$ cat src/rtl/cdt_pkg.sv
package cdt_pkg;
  typedef enum logic [1:0] {
    SEL_RELOAD = 2'd0,
    SEL_COUNT  = 2'd1,
    SEL_CTRL   = 2'd2,
    SEL_STAT   = 2'd3
  } reg_sel_e;

  localparam int CTRL_RUN_BIT  = 0;
  localparam int CTRL_AUTO_BIT = 1;
  localparam int STAT_FLAG_BIT = 0;
endpackage

$ cat src/rtl/cdt_prescaler.sv
module cdt_prescaler #(
  parameter int W = 8
) (
  input  logic         clk,
  input  logic         rst_n,
  input  logic         run,
  input  logic         restart,
  input  logic [W-1:0] limit,
  output logic         step
);
  logic [W-1:0] phase_q;
  logic [W-1:0] phase_d;
  logic         phase_en;

  always_comb begin
    step     = run && !restart && (phase_q >= limit);
    phase_en = restart || run;
    if (restart || step) begin
      phase_d = '0;
    end else begin
      phase_d = phase_q + W'(1);
    end
  end

  always_ff @(posedge clk or negedge rst_n) begin
    if (!rst_n) begin
      phase_q <= '0;
    end else if (phase_en) begin
      phase_q <= phase_d;
    end
  end
endmodule

$ cat src/rtl/cdt_counter.sv
module cdt_counter #(
  parameter int W = 32
) (
  input  logic         clk,
  input  logic         rst_n,
  input  logic         wr_val,
  input  logic [W-1:0] wr_data,
  input  logic         arm_load,
  input  logic [W-1:0] reload_val,
  input  logic         auto_reload,
  input  logic         step,
  output logic [W-1:0] cnt,
  output logic         expire
);
  logic [W-1:0] cnt_q;
  logic [W-1:0] cnt_d;
  logic         cnt_en;

  always_comb begin
    expire = step && (cnt_q == W'(1));
    cnt_en = wr_val || arm_load || step;
    if (wr_val) begin
      cnt_d = wr_data;
    end else if (arm_load) begin
      cnt_d = reload_val;
    end else if (expire) begin
      cnt_d = auto_reload ? reload_val : '0;
    end else begin
      cnt_d = cnt_q - W'(1);
    end
  end

  always_ff @(posedge clk or negedge rst_n) begin
    if (!rst_n) begin
      cnt_q <= '0;
    end else if (cnt_en) begin
      cnt_q <= cnt_d;
    end
  end

  assign cnt = cnt_q;
endmodule

$ cat src/rtl/cdt_irq_edge.sv
module cdt_irq_edge (
  input  logic clk,
  input  logic rst_n,
  input  logic expire,
  input  logic clear,
  output logic status,
  output logic irq
);
  logic flag_q;
  logic flag_d;
  logic irq_q;
  logic irq_d;

  always_comb begin
    flag_d = expire || (flag_q && !clear);
    irq_d  = expire && !flag_q;
  end

  always_ff @(posedge clk or negedge rst_n) begin
    if (!rst_n) begin
      flag_q <= 1'b0;
      irq_q  <= 1'b0;
    end else begin
      flag_q <= flag_d;
      irq_q  <= irq_d;
    end
  end

  assign status = flag_q;
  assign irq    = irq_q;
endmodule

$ cat src/rtl/cdt_timer.sv
module cdt_timer
  import cdt_pkg::*;
#(
  parameter int DW      = 32,
  parameter int PSC_LSB = 8,
  parameter int PSC_W   = 8
) (
  input  logic          clk,
  input  logic          rst_n,
  input  logic          bus_wr,
  input  logic [3:0]    bus_addr,
  input  logic [DW-1:0] bus_wdata,
  output logic [DW-1:0] bus_rdata,
  output logic          irq_pulse
);
  localparam int PSC_MSB = PSC_LSB + PSC_W - 1;

  reg_sel_e      sel;
  logic          aligned;
  logic          wr_reload;
  logic          wr_count;
  logic          wr_ctrl;
  logic          wr_stat;
  logic          enable_rise;
  logic          restart;
  logic          run;
  logic          arm_load;
  logic          clear;
  logic          step;
  logic          expire;
  logic          stat;
  logic [DW-1:0] cnt;
  logic [DW-1:0] load_q;
  logic [DW-1:0] ctrl_q;

  always_comb begin
    aligned     = (bus_addr[1:0] == 2'b00);
    sel         = reg_sel_e'(bus_addr[3:2]);
    wr_reload   = bus_wr && aligned && (sel == SEL_RELOAD);
    wr_count    = bus_wr && aligned && (sel == SEL_COUNT);
    wr_ctrl     = bus_wr && aligned && (sel == SEL_CTRL);
    wr_stat     = bus_wr && aligned && (sel == SEL_STAT);
    enable_rise = wr_ctrl && !ctrl_q[CTRL_RUN_BIT] && bus_wdata[CTRL_RUN_BIT];
    restart     = wr_reload || wr_count || enable_rise;
    run         = ctrl_q[CTRL_RUN_BIT] && (cnt != '0);
    arm_load    = enable_rise && bus_wdata[CTRL_AUTO_BIT] && (cnt == '0);
    clear       = wr_stat && bus_wdata[STAT_FLAG_BIT];
  end

  always_ff @(posedge clk or negedge rst_n) begin
    if (!rst_n) begin
      load_q <= '0;
    end else if (wr_reload) begin
      load_q <= bus_wdata;
    end
  end

  always_ff @(posedge clk or negedge rst_n) begin
    if (!rst_n) begin
      ctrl_q <= '0;
    end else if (wr_ctrl) begin
      ctrl_q <= bus_wdata;
    end
  end

  cdt_prescaler #(.W(PSC_W)) u_psc (
    .clk     (clk),
    .rst_n   (rst_n),
    .run     (run),
    .restart (restart),
    .limit   (ctrl_q[PSC_MSB:PSC_LSB]),
    .step    (step)
  );

  cdt_counter #(.W(DW)) u_cnt (
    .clk         (clk),
    .rst_n       (rst_n),
    .wr_val      (wr_reload || wr_count),
    .wr_data     (bus_wdata),
    .arm_load    (arm_load),
    .reload_val  (load_q),
    .auto_reload (ctrl_q[CTRL_AUTO_BIT]),
    .step        (step),
    .cnt         (cnt),
    .expire      (expire)
  );

  cdt_irq_edge u_irq (
    .clk    (clk),
    .rst_n  (rst_n),
    .expire (expire),
    .clear  (clear),
    .status (stat),
    .irq    (irq_pulse)
  );

  always_comb begin
    bus_rdata = '0;
    if (aligned) begin
      case (sel)
        SEL_RELOAD: bus_rdata = load_q;
        SEL_COUNT:  bus_rdata = (ctrl_q[CTRL_RUN_BIT] && (cnt != '0)) ? cnt : '0;
        SEL_CTRL:   bus_rdata = ctrl_q;
        SEL_STAT:   bus_rdata = {{(DW-1){1'b0}}, stat};
        default:    bus_rdata = '0;
      endcase
    end
  end
endmodule

$ cat config.mk
export PLATFORM = sky130hd
export DESIGN_NAME = cdt_timer
export DESIGN_NICKNAME = d
export VERILOG_FILES = /design/src/rtl/cdt_pkg.sv /design/src/rtl/cdt_prescaler.sv /design/src/rtl/cdt_counter.sv /design/src/rtl/cdt_irq_edge.sv /design/src/rtl/cdt_timer.sv
export SDC_FILE = /design/constraint.sdc
export NUM_CORES = 1
export LEC_CHECK = 0
export BUFFER_PORTS_ARGS = -buffer_cell sky130_fd_sc_hd__clkbuf_2
export CORE_MARGIN = 2
export CORE_UTILIZATION = 25
export CTS_CLUSTER_DIAMETER = 120
export DETAILED_ROUTE_END_ITERATION = 6
export MAX_ROUTING_LAYER = met4
export PLACE_DENSITY = 0.49
export SETUP_SLACK_MARGIN = 0.3
export SYNTH_ARGS = -nofsm -noshare
export SYNTH_HDL_FRONTEND = slang
export SYNTH_SLANG_ARGS = --single-unit
$ cat constraint.sdc
create_clock -name clk -period 3 [get_ports clk]
set_clock_uncertainty 0.05 [all_clocks]
set_input_delay 0.15 -clock clk [delete_from_list [all_inputs] [get_ports clk]]
set_output_delay 0.15 -clock clk [all_outputs]
set_load 0.02 [all_outputs]
Word level (Yosys, flattened, before mapping) --
Cells that the tools add are included.
Cells by class: $add $sub $neg 2, $lt $le $gt $ge 1, eq/ne operators 4, muxes and demuxes 8, reductions and logical operators 31
Operator list (number):
- $mux W32 | 6
- $pmux W32 S4 | 1
- $eq A32 B1 Y1 const B | 1
- $logic_not A32 Y1 | 1
- $reduce_bool A32 Y1 | 1
- $sub A32 B1 Y32 const B | 1
- $logic_and A1 B1 Y1 | 16
- $add A8 B1 Y8 const B | 1
- $ge A8 B8 Y1 | 1
- $mux W8 | 1
- $logic_or A1 B1 Y1 | 7
- $eq A2 B2 Y1 const B | 2
- $logic_not A1 Y1 | 4
- $logic_not A2 Y1 | 2
- $eq A2 B1 Y1 const B | 1
Word-level totals: register bits after elaboration 106, input bits 39, output and inout bits 33, word-level logic and storage cells 52

Depth between registers and ports, before layout --
Gate-level depths: netlist of run 1.
word-level depth 13, depth in mapped cells 11, mapped depth without buffers 9

By module --
Synthesis of run 1 repeated with hierarchy kept, for this count alone.
Second synthesis, totals: cells, all modules 615, area, all modules 6490.0 µm²
Modules (own cells, without submodules):
- cdt_timer | instances 1, cells each 244, area an instance 3223.1 µm², seq. area each 1601.5 µm²
- cdt_counter | instances 1, cells each 298, area an instance 2580.0 µm², seq. area each 800.8 µm²
- cdt_prescaler | instances 1, cells each 68, area an instance 619.3 µm², seq. area each 200.2 µm²
- cdt_irq_edge | instances 1, cells each 5, area an instance 67.6 µm², seq. area each 50.0 µm²

Worst setup path before layout of run 1 --
OpenSTA, ideal clock, no wires.
path kind reg2reg, start register u_psc.phase_q[0], end register u_cnt.cnt_q[28], in the netlist u_cnt.cnt[28], library setup time 104 ps, arrival 2388 ps, required time 2846 ps, setup slack 459 ps, cell stages (with the launch flop) 11, buffers on the path 1, period minus slack after synthesis 2541 ps, cell sequence dfrtp_1 > inv_1 > ha_1 > nand2b_1 > a2111oi_0 > or4_1 > nand2_1 > a21oi_2 > buf_2 > o21ai_0 > a221oi_1
Between the ends: longest elaborated chain between the ends 6, elaborated cells between the ends (all ways) 7, those cells by class order compare (1); mux (3); reduce/logical (3)
RTL lines:
- from (decl) | line cdt_prescaler.sv:11 | logic [W-1:0] phase_q;
- from (signal assigned) | line cdt_prescaler.sv:29 | phase_q <= phase_d;
- $ge A8 B8 Y1 (*) | line cdt_prescaler.sv:16 | step = run && !restart && (phase_q >= limit);
- $logic_and A1 B1 Y1 (*) | line cdt_prescaler.sv:16
- $logic_and A1 B1 Y1 | line cdt_counter.sv:20 | expire = step && (cnt_q == W'(1));
- $mux W32 | line cdt_counter.sv:26 | end else if (expire) begin
- $mux W32 | line cdt_counter.sv:24 | end else if (arm_load) begin
- $mux W32 | line cdt_counter.sv:22 | if (wr_val) begin
- to (signal assigned) | line cdt_counter.sv:37 | cnt_q <= cnt_d;
- to (decl) | line cdt_counter.sv:15 | logic [W-1:0] cnt_q;
Mark *: on every way between the ends. The rest lies on a longest branch, timed or not. A chain may end at the register's enable or synchronous reset.

Worst setup path in the final report of run 1 --
start register u_cnt.cnt_q[17], in the netlist u_cnt.cnt[17], end register u_cnt.cnt_q[2], in the netlist u_cnt.cnt[2]
Between the ends: longest elaborated chain between the ends 8, elaborated cells between the ends (all ways) 13, those cells by class eq/ne (1); mux (3); reduce/logical (9)
RTL lines:
- $reduce_bool A32 Y1 | line cdt_timer.sv:45 | run = ctrl_q[CTRL_RUN_BIT] && (cnt != '0);
- $logic_and A1 B1 Y1 | line cdt_timer.sv:45
- $logic_and A1 B1 Y1 (2 in a row) | line cdt_prescaler.sv:16
- $logic_and A1 B1 Y1 | line cdt_counter.sv:20
- $mux W32 | line cdt_counter.sv:26
- $mux W32 | line cdt_counter.sv:24
- $mux W32 | line cdt_counter.sv:22
Several ways; a longest one is shown, not always the timed one.

==> results of run 1 <==
==> cells by family after synthesis <==
logic type                 Yosys count  share of synthesized area (%)
AOI/OAI and AO/OA                  163                           16.0
xor gates and xnor gates            32                           4.27
adders and majority gates           12                           2.29
buffers and inverters               62                           4.12
DFF                                106                           40.4
muxes                               64                           11.0
and+or+nand+nor                    271                           21.9
==> area by class of cell <==
type,count,area share [%]
clock inverters,5,0.935
well taps,335,4.97
multi-input cells,544,45.7
repair buffers,156,13.6
flip-flops and latches,106,31.5
clock buffers,10,2.83
inverters,11,0.490
==> flip-flops by register name (all words and copies together) (netlist names) <==
name and flops:
u_irq.irq 1, load_q 32, u_cnt.cnt 32, u_psc.phase_q 8
ctrl_q 32, u_irq.status 1
==> path summary, 6_finish.rpt <==
check                                to  slack [ps]  cells past startpoint
setup / recovery           u_cnt.cnt[2]         200                     10
hold / removal               ctrl_q[14]           7                      2
setup reg to reg           u_cnt.cnt[2]         200                     10
hold reg to reg              ctrl_q[19]         460                      1
max in group asynchronous  u_cnt.cnt[5]        1850                      3
min in group asynchronous     load_q[9]         340                      2
==> per-layer routing <==
layer  routed length (µm)  vias up  global-route usage, %
li1                     -     2794                      -
met4                  297        0                   3.74
met5                    0        -                      -
met1                10400     2845                   21.1
met3                  600       19                   2.69
met2                10000      103                   24.1
==> repair_timing <==
item / CTS / global route
endpoints found under the setup margin: 58 / 57
cloned: 1 / 3
pin swaps: 8 / 13
resized for setup: 20 / 55
hold buffers: 7 / 0
buffers inserted: 11 / 22
endpoints found under the hold margin: 56 / 0
==> cell usage in the layout, fill, tap and decap left out, types with 13 or more instances in the layout <==
master / count
buf_2: 15
nand2b_1: 36
nor2_1: 77
nor3_1: 25
clkbuf_2: 52
xnor2_1: 21
buf_4: 69
dfrtp_1: 101
mux2_2: 63
nand3_1: 38
nand2_1: 44
a21oi_2: 13
a21oi_1: 78
==> power groups by stage <==
stage	clock network [mW]	logic, mW	registers [mW]
final	1.30	2.04	2.34
after global routing	1.40	2.25	2.41
after CTS	1.34	1.90	2.33
after detailed placement	0	1.81	2.33
after global placement	0	1.80	2.32
after floorplan	0	1.25	2.24
==> worst max-delay path, stage by stage, from the launching register on <==
cell,delay (ps)
dfrtp_1,420
nor4_4,270
buf_4,180
nand4b_4,130
buf_4,160
or4b_4,550
a21oi_4,280
a41oi_4,80
buf_6,180
a22o_1,190
o221a_1,190
==> through the flow <==
stage | total power, mW | cells | utilization, % | setup WS [ps] | instance area (µm²)
after floorplan | 3.49 | 710 | - | 459 | 6560
after global placement | 4.11 | 1108 | 28.9 | 132 | 7480
after detailed placement | 4.15 | 1108 | 28.9 | 113 | 7480
after CTS | 5.57 | 1142 | 31.1 | 266 | 8050
after global routing | 6.06 | 1167 | 32.5 | 118 | 8430
final | 5.68 | 1167 | 32.5 | 203 | 8430
==> results.json, run 1 <==
{
  "synth_top_area_share_pct": 40.4,
  "cts_max_level": 3,
  "powerDensity_mw_per_mm2": 673,
  "clock_latency_ps": 360,
  "synthArstFlopShare_pct": 100,
  "layout.nets": 879,
  "die-area_mm2": 0.0276,
  "crit_required_ps": 3200,
  "num_rows": 59,
  "startpoint_type": "flip-flop",
  "routed_wl_mm": 21.3,
  "hold_class": "in -> reg",
  "cts.sinks": 106,
  "grt_pass1_vias": 5826,
  "synth_flop_cell": "dfrtp_1",
  "syn_to_final_growth_pct": 28.6,
  "synthTopCellsByCount": "106 x dfrtp_1, 92 x a21oi_1, 79 x nor2_1",
  "fillers": 2687,
  "antenna_found_initial": 0,
  "cap_violations": 0,
  "tightest_slew_ps": 766,
  "yosysMostFrequentCell": "dfrtp_1",
  "ant_nets": 0,
  "initial_core_util_pct": 25.3,
  "synth.cell_area_mm2": 0.00656,
  "avgSynthCellArea_um2": 9.24,
  "track_usage_pct": 15.5,
  "whs_ps": 6.60,
  "synth.area.top_cells": "dfrtp_1 40%, mux2_2 11%, a21oi_1 7.0%",
  "ys_seq_area_share_pct": 40.4,
  "dr.pass1.iters": 4,
  "swShare_pct": 36.4,
  "syn_inst": 710,
  "peakVddDrop_mv": 0.275,
  "multi_input_area_mm2": 0.00385,
  "fmax_ghz": 0.358,
  "gp_congestion": 0.853,
  "drive_above_1_share_pct": 34.7,
  "yosysTopAreaCell": "dfrtp_1",
  "p_int_mw": 3.61,
  "grt_pass1_wl_mm": 33.2,
  "fp.coreArea_mm2": 0.0259,
  "setup_viol": 0,
  "wl_per_cell_um": 18.3,
  "hold_viol": 0,
  "relSlewSlack_pct": 48.9,
  "drcViolationCount": 0,
  "ys_ff_latch": 106,
  "cp.arrival_ps": 3000,
  "root_buffer": "clkbuf_16",
  "p_sw_mw": 2.06,
  "critical_path_class": "reg -> reg",
  "drv_slew": 0,
  "grt_overflow_total": 0,
  "ys_types": 66,
  "synth_edf_count": 0,
  "via_per_inst": 4.94,
  "finalCriticalPeriod_ps": 2800,
  "grt_max_degree": 68,
  "ios": 72,
  "pwr-share-clk_pct": 23.0,
  "hold_start": "bus_wdata[14]",
  "leakage_nw": 3.50,
  "p_comb_share_pct": 35.8,
  "n_antenna_cell": 0,
  "reg2reg_from": "u_cnt.cnt[17]",
  "pwr-share-seq_pct": 41.2,
  "drt_iter0_drc": 352,
  "seq_area_mm2": 0.00266,
  "critPathMaxFanout": 6,
  "cp-end-kind": "flip-flop",
  "dr_total_vias": 5761,
  "cts-buffers-inserted": 9,
  "period_share_pct": 93.2,
  "portBuffers": 71,
  "die_y_um": 166,
  "die_w_um": 166,
  "yosysWarnings": 0,
  "clk_pin_slew_worst_paths_ps": 70,
  "clockBufferDepth": 2,
  "final.setup.tns_ps": 0,
  "status": "finished, final reports clean",
  "critPathLaunch": "u_cnt.cnt[17]",
  "tritoncts": "built",
  "rsz0062_at_grt": "true",
  "dp_hpwl_mm": 14.2,
  "syn-num-nets": 761
}
Power figures use the tool's default switching activity.
==> run 2: changes to the inputs <==
ABC_AREA = 1   (was unset)
CORE_MARGIN = unset   (was 2)
PLACE_DENSITY = 0.48   (was 0.49)
==> results.json, run 2 <==
{
  "num_rows": 61,
  "avgSynthCellArea_um2": 6.47,
  "routed_wl_mm": 22.8,
  "grt_pass1_vias": 6892,
  "ys_types": 30,
  "hold_viol": 0,
  "relSlewSlack_pct": 52.6,
  "synthTopCellsByCount": "446 x nand2_1, 111 x nand3_1, 106 x dfrtp_1, 106 x inv_1, 71 x o21ai_0",
  "synth.area.top_cells": "dfrtp_1 37%, nand2_1 23%, nand3_1 7.8%",
  "period_share_pct": 85.4,
  "dr.pass1.iters": 7,
  "drt_iter0_drc": 348,
  "yosysWarnings": 0,
  "cp_num_buf_inv": 3,
  "syn_to_final_growth_pct": 16.7,
  "clockBufferDepth": 2,
  "yosysMostFrequentCell": "nand2_1",
  "critPathLaunch": "u_cnt.cnt[0]",
  "critical_path_class": "reg -> out",
  "grt_overflow_total": 0,
  "setup_viol": 0,
  "root_buffer": "clkbuf_16",
  "fmax_ghz": 0.390,
  "via_per_inst": 4.54,
  "cts_max_level": 3,
  "drcViolationCount": 0,
  "powerDensity_mw_per_mm2": 692,
  "startpoint_type": "flip-flop",
  "tritoncts": "built",
  "rsz0062_at_grt": "false",
  "hold_class": "in -> reg",
  "clk_pin_slew_worst_paths_ps": 80,
  "critPathCapture": "bus_rdata[0]",
  "portBuffers": 71,
  "die-area_mm2": 0.0293,
  "reg2reg_from": "ctrl_q[15]",
  "initial_core_util_pct": 25.6,
  "critPathMaxFanout": 25,
  "synth_flop_cell": "dfrtp_1",
  "tightest_slew_ps": 711,
  "ys_ff_latch": 106,
  "max_stage_delay_ps": 440,
  "finalCriticalPeriod_ps": 2560,
  "path_cells": "inv_1, ha_1, nand2_1, nor2_1, nand2_1, nor2_1, nor2_2, buf_8, nand3_1, a41oi_2, clkbuf_2",
  "crit_slowest_cell": "dfrtp_1",
  "layout.nets": 1212,
  "n_antenna_cell": 0,
  "synth_top_area_share_pct": 37.1,
  "rrSetupSlack_ps": 480,
  "synthArstFlopShare_pct": 100,
  "synth_edf_count": 0,
  "ff2ff_path_depth": 13,
  "ant_nets": 0,
  "crit_required_ps": 2800,
  "final_common_cell": "nand2_1",
  "wl_per_cell_um": 14.8,
  "syn_inst": 1106,
  "clock_latency_ps": 360,
  "track_usage_pct": 17.0,
  "cp_top_family": "buffers and inverters",
  "cp.arrival_ps": 2360,
  "dr_total_vias": 7003,
  "dp_hpwl_mm": 16.1,
  "grt_pass1_wl_mm": 37.5,
  "syn-num-nets": 1157,
  "layout_common_cells": "444 x nand2_1, 111 x nand3_1, 106 x inv_1, 106 x dfrtp_1, 71 x o21ai_0",
  "antenna_found_initial": 0,
  "cp-end-kind": "output pin",
  "cts.sinks": 106,
  "drv_slew": 0,
  "worst_slack_ps": 439,
  "yosysTopAreaCell": "dfrtp_1",
  "grt_max_degree": 50,
  "status": "finished, final reports clean",
  "drive_above_1_share_pct": 12.2,
  "post-place-ws_ps": 449,
  "die_y_um": 171,
  "peakVddDrop_mv": 0.292,
  "fp.coreArea_mm2": 0.0279,
  "synth.cell_area_mm2": 0.00715,
  "hold_depth": 3,
  "leakage_nw": 4.23,
  "final.setup.tns_ps": 0,
  "gp_congestion": 0.816,
  "ios": 72,
  "ys_seq_area_share_pct": 37.1,
  "whs_ps": 23.3,
  "r2r_end": "u_cnt.cnt[28]",
  "cap_violations": 0,
  "die_w_um": 171,
  "cts-buffers-inserted": 9,
  "cp.depth": 11
}
-- run 2: changes by cell type after synthesis, moves of 54 or more --
cell and change:
nand2_1 +402, inv_1 +95, nand3_1 +71, mux2_2 -63, o21ai_0 +63, a21oi_1 -54
-- run 2: how the worst min path moves through the flow --
stage	startpoint	slack, ps	end
after global routing	bus_wdata[31]	40	load_q[31]
after global placement	rst_n	200	ctrl_q[7]
after floorplan	rst_n	-200	ctrl_q[0]
after detailed placement	rst_n	190	ctrl_q[6]
final	bus_wdata[31]	20	load_q[31]
after CTS	bus_wdata[31]	20	load_q[31]
-- run 2: layout make-up --
cell class	count	area [µm²]
Multi-Input combinational cell	830	3860
Inverter	112	420
Sequential cell	106	2650
Clock inverter	4	50.0
Clock buffer	12	256
Timing Repair Buffer	102	633
Tap cell	378	473
Fill cell	3193	19600
-- run 2: per-stage QoR --
step,std cells,util (%),cell area (µm²),power [mW]
global route,1544,29.9,8340,6.31
CTS,1544,29.8,8320,5.83
global placement,1527,28.6,8000,4.52
finish,1544,29.9,8340,5.77
detailed placement,1527,28.6,8000,4.54
floorplan,1106,-,7150,3.89
-- run 2: metal layers --
layer / track usage [%] / part of all wire (%) / vias up
met5: - / 0 / -
met4: 4.74 / 1.4 / 0
met3: 2.34 / 3.4 / 22
met2: 26.7 / 45 / 140
met1: 22.7 / 50 / 3236
li1: - / - / 3605
-- run 2: kinds of logic after synthesis --
group                      Yosys count  synth area share [%]
and+or+nand+nor                    644                  37.1
buffers and inverters              170                  9.27
AOI/OAI and AO/OA                  143                  10.7
DFF                                106                  37.1
xor gates and xnor gates            31                  3.80
adders and majority gates           12                  2.10
-- run 2: timing repair --
item,CTS,global route
buffers inserted,0,0
setup endpoints to repair,0,51
endpoints found under the hold margin,47,0
gates resized for setup,0,7
hold buffers,1,0
-- run 2: power by group --
group	internal, mW	switching, mW
Combinational	0.856	1.33
Clock	0.693	0.561
Sequential	1.81	0.519
Total	3.36	2.41
-- run 2: tightest hold or removal path, delay by kind of cell --
kind | cells | cell delay, ps
buffers and inverters | 2 | 160
AOI/OAI and AO/OA | 1 | 90
==> run 3: changes to the inputs <==
REMOVE_ABC_BUFFERS = 1   (was unset)
==> results.json, run 3 (synthesized netlist as in run 2, its figures left out) <==
{
  "die-area_mm2": 0.0293,
  "num_rows": 61,
  "powerDensity_mw_per_mm2": 695,
  "relSlewSlack_pct": 60.1,
  "hold_class": "in -> reg",
  "finalCriticalPeriod_ps": 2520,
  "fp.coreArea_mm2": 0.0279,
  "hold_viol": 0,
  "grt_max_degree": 65,
  "layout_common_cells": "444 x nand2_1, 111 x nand3_1, 106 x inv_1",
  "routed_wl_mm": 22.5,
  "critPathMaxFanout": 9,
  "startpoint_type": "flip-flop",
  "crit_slowest_cell": "dfrtp_1",
  "cp-end-kind": "output pin",
  "tightest_slew_ps": 599,
  "critPathLaunch": "u_cnt.cnt[8]",
  "rsz0062_at_grt": "false",
  "die_w_um": 171,
  "grt_pass1_wl_mm": 37.3,
  "cp.arrival_ps": 2320,
  "tritoncts": "built",
  "drcViolationCount": 0,
  "cap_violations": 0,
  "grt_pass1_vias": 6961,
  "reg2reg_from": "u_cnt.cnt[8]",
  "gp_congestion": 0.883,
  "portBuffers": 71,
  "critical_path_class": "reg -> out",
  "dr.pass1.iters": 4,
  "root_buffer": "clkbuf_16",
  "crit_required_ps": 2800,
  "max_stage_delay_ps": 480,
  "n_antenna_cell": 0,
  "drv_slew": 0,
  "setup_viol": 0,
  "drt_iter0_drc": 484,
  "cts_max_level": 3,
  "die_y_um": 171,
  "ios": 72,
  "grt_overflow_total": 0,
  "leakage_nw": 4.23,
  "fmax_ghz": 0.397,
  "dp_hpwl_mm": 16.0,
  "path_cells": "nor2_2, nand2_1, nor2_4, nand2_1, nor2_2, nor2_4, buf_4, nand3_1, a31oi_2, clkbuf_2",
  "wl_per_cell_um": 14.6,
  "clk_pin_slew_worst_paths_ps": 80,
  "cts-buffers-inserted": 9,
  "via_per_inst": 4.50,
  "clock_latency_ps": 360,
  "whs_ps": 20.9,
  "antenna_found_initial": 0,
  "initial_core_util_pct": 25.6,
  "peakVddDrop_mv": 0.320,
  "hold_start": "bus_wdata[27]",
  "utilization_pct": 29.9,
  "final_common_cell": "nand2_1",
  "drive_above_1_share_pct": 12.4,
  "syn_to_final_growth_pct": 16.7,
  "status": "finished, final reports clean",
  "layout.nets": 1211,
  "cts.sinks": 106,
  "track_usage_pct": 16.8,
  "ant_nets": 0,
  "period_share_pct": 84.0,
  "clockBufferDepth": 2,
  "dr_total_vias": 6939
}
-- run 3: cell types whose count changed in the layout (fill, tap and decap cells not counted), moves of 2 or more --
cell	before	now
nor2_2	11	9
nor2_4	2	4
dfrtp_1	106	104
a31oi_1	31	29
a31oi_2	0	2
dfrtp_2	0	2
-- run 3: layer usage --
metal	wire (µm)	share of wire, %	GRT usage, %
met2	10600	47	27.6
met4	115	0.51	2.37
met3	793	3.5	3.15
met1	11000	49	21.8
met5	0	0	-
-- run 3: layout make-up --
type                            instances  area, µm²
Tap cell                              378        473
Timing Repair Buffer                  101        618
Inverter                              112        420
Clock inverter                          4       50.0
Fill cell                            3170      19600
Multi-Input combinational cell        830       3870
Sequential cell                       106       2660
Clock buffer                           12        256
-- run 3: path summary, 6_finish.rpt --
path / endpoint / slack (ps) / depth (start not counted)
worst max-delay path: bus_rdata[11] / 480 / 10
worst min-delay path: ctrl_q[27] / 20 / 3
worst max register to register: u_cnt.cnt[10] / 570 / 14
worst min register to register: ctrl_q[27] / 440 / 2
max in group asynchronous: u_cnt.cnt[29] / 1910 / 3
min in group asynchronous: ctrl_q[2] / 250 / 2
-- run 3: stage by stage --
step                      power, mW  TNS (ps)  instances  setup slack, ps  cell area [µm²]
after floorplan                3.85     -8420       1048             -274             6910
final                          5.80         0       1543              479             8350
after global placement         4.53         0       1525              592             7990
after CTS                      5.85         0       1542              309             8310
after detailed placement       4.55         0       1525              592             7990
after global routing           6.35         0       1543              312             8350
-- run 3: repair_timing --
action,4_1_cts,5_1_grt
resized for setup,0,9
setup endpoints to repair,0,33
hold buffers,1,0
endpoints found under the hold margin,30,0
buffers inserted,0,1
-- run 3: critical path, delay by kind of cell (launching register included) --
| kind | cells | cell delay, ps |
|---|---|---|
| DFF | 1 | 480 |
| and+or+nand+nor | 7 | 980 |
| buffers and inverters | 2 | 370 |
| AOI/OAI and AO/OA | 1 | 120 |
-- run 3: power breakdown --
part           total [mW]  internal (mW)  switching (mW)
sequential           2.33           1.82           0.516
combinational        2.20          0.855            1.34
clock                1.27          0.694           0.575
total                5.80           3.37            2.43
